--- config.mk ---
export PLATFORM = sky130hd
export DESIGN_NAME = bcd_updown_acc
export DESIGN_NICKNAME = d
export VERILOG_FILES = /design/src/rtl/bcd_updown_acc.sv
export SDC_FILE = /design/constraint.sdc
export NUM_CORES = 1
export LEC_CHECK = 0
export BUFFER_PORTS_ARGS = -buffer_cell sky130_fd_sc_hd__buf_2
export CAP_MARGIN = 10
export CORE_ASPECT_RATIO = 1.5
export CORE_MARGIN = 2
export CORE_UTILIZATION = 50
export CTS_CLUSTER_SIZE = 40
export DETAILED_ROUTE_END_ITERATION = 10
export GPL_ROUTABILITY_DRIVEN = 0
export PLACE_DENSITY_LB_ADDON = 0.12
export SLEW_MARGIN = 20
export SYNTH_ARGS = -nofsm -noshare
export SYNTH_HDL_FRONTEND = slang
export SYNTH_SLANG_ARGS = --single-unit
export TNS_END_PERCENT = 20
--- constraint.sdc ---
create_clock -name clk -period 10.37 [get_ports clk]
set_input_delay 0 -clock clk [delete_from_list [all_inputs] [get_ports clk]]
set_output_delay 0 -clock clk [all_outputs]
set_load 0.02 [all_outputs]
--- src/rtl/bcd_updown_acc.sv ---
module bcd_updown_acc #(
  parameter int DIGITS = 5
) (
  input  logic                clk,
  input  logic                rst_n,
  input  logic                clr,
  input  logic                cnt_en,
  input  logic                cnt_down,
  input  logic [1:0]          weight,
  input  logic                xfer,
  output logic [4*DIGITS-1:0] result
);
  localparam int W = 4 * DIGITS;

  logic [W-1:0]    acc;
  logic [W-1:0]    acc_nxt;
  logic [DIGITS:0] cy;
  logic            step;

  assign step  = cnt_en && (weight != 2'b11);
  assign cy[0] = 1'b0;

  for (genvar i = 0; i < DIGITS; i++) begin : g_dig
    logic       inc;
    logic [4:0] sum;
    logic [4:0] dif;
    assign inc = step && (int'(weight) == i);
    assign sum = {1'b0, acc[4*i +: 4]} + {4'b0, inc} + {4'b0, cy[i]};
    assign dif = {1'b0, acc[4*i +: 4]} - {4'b0, inc} - {4'b0, cy[i]};
    always_comb begin
      if (cnt_down) begin
        cy[i+1]          = dif[4];
        acc_nxt[4*i +: 4] = dif[4] ? 4'(dif + 5'd10) : dif[3:0];
      end else begin
        cy[i+1]          = (sum > 5'd9);
        acc_nxt[4*i +: 4] = (sum > 5'd9) ? 4'(sum - 5'd10) : sum[3:0];
      end
    end
  end

  always_ff @(posedge clk or negedge rst_n) begin
    if (!rst_n)      acc <= '0;
    else if (clr)    acc <= '0;
    else if (step)   acc <= acc_nxt;
  end

  always_ff @(posedge clk or negedge rst_n) begin
    if (!rst_n)      result <= '0;
    else if (xfer)   result <= acc;
  end
endmodule

==> flow_metrics.tcl <==
set metrics [dict create \
    outcome "complete, no violations" \
    syn-cell-area_mm2 0.00338 \
    yosysSeqAreaShare 0.296 \
    slew_violations 0 \
    vias_per_cell 5.87 \
    wl_mm 7.41 \
    setup_viol 0 \
    p_int_mw 0.284 \
    synth.area.mux_share 0.0828 \
    yosys.area_share.simple 0.173 \
    grt_setup_unrepaired "false" \
    syn_avg_cell_area_um2 9.00 \
    p_leak_nw 1.72 \
    yosys_warnings 0 \
    arrival_ps 8350 \
    power_frac_comb 0.317 \
    synth_area_leaders "dfrtp_1 30%, ha_1 11%, mux2_2 8.0%" \
    clkSinkCount 40 \
    drt-initial-drc-count 78 \
    dpl-instance-area_mm2 0.00352 \
    io_buffer_count 27 \
    synthAdderAreaFrac 0.146 \
    n_antenna_cell 0 \
    final_util 0.555 \
    syn_to_final_growth_pct 7.14 \
    grt_pass1_wl_mm 13.0 \
    cts.clk_slew.worst_paths_ps 80 \
    synth_compound_area_frac 0.176 \
    required_ps 10560 \
    power.share.clock 0.255 \
    wire_per_inst_um 15.9 \
    synthDistinctLibCells 52 \
    synthXorXnorAreaFrac 0.0592 \
    slowest_stage "fa_1" \
    p_sw_mw 0.152 \
    hold_viol 0 \
    synth_top_area_frac 0.296 \
    async_reset_ff_frac 1.00 \
    worstMarginPinSlew_ps 979 \
    worst_slew_margin_rel 0.346 \
    fin_crit_ps 8160 \
    fin_setup_tns_ps 0 \
    crit_start "acc[0]" \
    max-vdd-ir-drop_mv 0.0456 \
    seq_power_share 0.427 \
    finalCritPeriodShare 0.787 \
    clockRootBuffer "clkbuf_8" \
    rows 36 \
    fp.dieW_um 71.2 \
    fmax_mhz 123 \
    synth_edf_count 0 \
    ios 28 \
    power.share.switching 0.349 \
    core_mm2 0.00653 \
    yosysTopAreaCell "dfrtp_1" \
    die_h_um 105 \
    worst_skew_pair.late_latency_ps 300 \
    hold_class "in2reg" \
    grt_start_max_net_pins 41 \
    detail_route.first_pass.iterations 4 \
    cts_buffers 5 \
    power.density_mw_per_mm2 121 \
    dieArea_mm2 0.00745 \
    grt_use_total 0.215 \
    cts_tree "yes" \
    cp_max_fo 9 \
    synth_common_cells "40 x dfrtp_1, 34 x inv_1, 30 x ha_1, 24 x mux2_2" \
    synth-seq-cells 40 \
    finClkSkew_ps 6.80 \
    cap_violations 0 \
    antenna_found_initial 0 \
    postSynthCellCount 376 \
    vias 2737 \
    start_util 0.518 \
    dp_hpwl_mm 5.23 \
    start_kind "register" \
    antenna_left 0 \
    cts_max_path_buffers 2 \
    drc 0 \
    nNetsFinal 433 \
    drive_gt1_frac 0.156 \
    synth-main-ff-cell "dfrtp_1" \
    synth.most_common_cell "dfrtp_1" \
    fin_area_mm2 0.00362 \
    path_common_cell "ha_1" \
    hp-start "clr" \
    endpoint_kind "register" \
    synth_top_family_by_area "compound AO/OA/AOI/OAI gates" \
    critPathKind "reg2reg" \
    rr_startpoint "acc[0]" \
    cp_slowest_stage_delay_ps 480 \
    grt_pass1_vias 2770 \
    htreeDepth 2 \
    grt.overflow.total 0 \
]
-- final cells by class --
| type | instances | area, um2 |
|---|---|---|
| clock buffers | 8 | 90.1 |
| multi-input cells | 280 | 2170 |
| inverters | 34 | 128 |
| flip-flops and latches | 40 | 1000 |
| fillers | 619 | 2910 |
| well taps | 76 | 95.1 |
| repair buffers | 28 | 145 |
-- worst paths after layout --
kind	to	slack [ps]	cells past startpoint
max in group asynchronous	acc[8]	9370	2
setup reg to reg	acc[19]	2210	37
setup / recovery	acc[19]	2210	37
min in group asynchronous	acc[19]	400	2
hold / removal	acc[14]	140	4
hold reg to reg	result[11]	500	1
-- flip-flops by register name, summed over array words and instances, names as in the netlist --
| register | flops |
|---|---|
| acc | 20 |
| result | 20 |
-- metrics by stage --
stage               power, mW  instances  setup slack [ps]  hold WS, ps
global route            0.469        466              1440          169
global placement        0.324        457              2570          198
floorplan               0.294        377              2880         -296
detailed placement      0.329        457              2250          213
finish                  0.437        466              2210          142
CTS                     0.444        466              2220          129
-- power by group through the flow --
| stage | logic [mW] | clock network [mW] | registers (mW) |
|---|---|---|---|
| after floorplan | 0.105 | 0 | 0.189 |
| after global placement | 0.135 | 0 | 0.190 |
| after detailed placement | 0.139 | 0 | 0.190 |
| after CTS | 0.140 | 0.117 | 0.187 |
| after global routing | 0.158 | 0.122 | 0.190 |
| final | 0.139 | 0.112 | 0.187 |
-- worst max-delay path, delay by kind of cell (launching register included) --
kind | cells | cell delay [ps]
buffers and inverters | 5 | 350
muxes | 2 | 480
adders and majority gates | 11 | 3380
DFF | 1 | 410
and+or+nand+nor | 8 | 1170
xor gates and xnor gates | 1 | 230
AOI/OAI and AO/OA | 10 | 2030
-- placed cells by master (no fill, tap or decap), types with 3 or more instances in the layout --
| cell | instances |
|---|---|
| o211ai_1 | 4 |
| a221o_1 | 3 |
| clkbuf_8 | 6 |
| mux2_2 | 24 |
| nand3_1 | 6 |
| dfrtp_1 | 40 |
| buf_2 | 27 |
| a32o_1 | 3 |
| nor2_1 | 15 |
| nor2b_1 | 20 |
| o22ai_1 | 3 |
| or3_1 | 3 |
| xnor2_1 | 15 |
| ha_1 | 30 |
| nor3_1 | 8 |
| fa_1 | 6 |
| o21ai_0 | 19 |
| a21o_1 | 4 |
| and2_1 | 3 |
| inv_1 | 34 |
| a21oi_1 | 17 |
| nand2b_1 | 20 |
| xor2_1 | 6 |
| nand2_1 | 20 |
| a221oi_1 | 7 |
| a31oi_1 | 10 |
-- per-layer routing --
layer  GRT usage  vias up  wire, um
li1            -     1335         -
met1       0.250     1356      3070
met2       0.396       34      4070
met3      0.0280       12       136
met4      0.0728        0       135
met5           0        -         0
-- timing repair --
action / in CTS / in global routing
hold endpoints to repair: 40 / 0
buffers inserted: 0 / 0
gates resized for setup: 0 / 0
hold buffers: 1 / 0
-- cell families (layout without fill, tap and decap cells) --
logic type / count (synthesis) / count (layout)
XOR/XNOR: 22 / 22
multiplexers: 25 / 25
buffers and inverters: 57 / 70
AO/OA/AOI/OAI: 88 / 88
adder cells (fa/ha/maj): 36 / 36
AND/OR/NAND/NOR: 107 / 107
other: 1 / 2
flip-flops: 40 / 40
(Power assumes the default switching activity.)
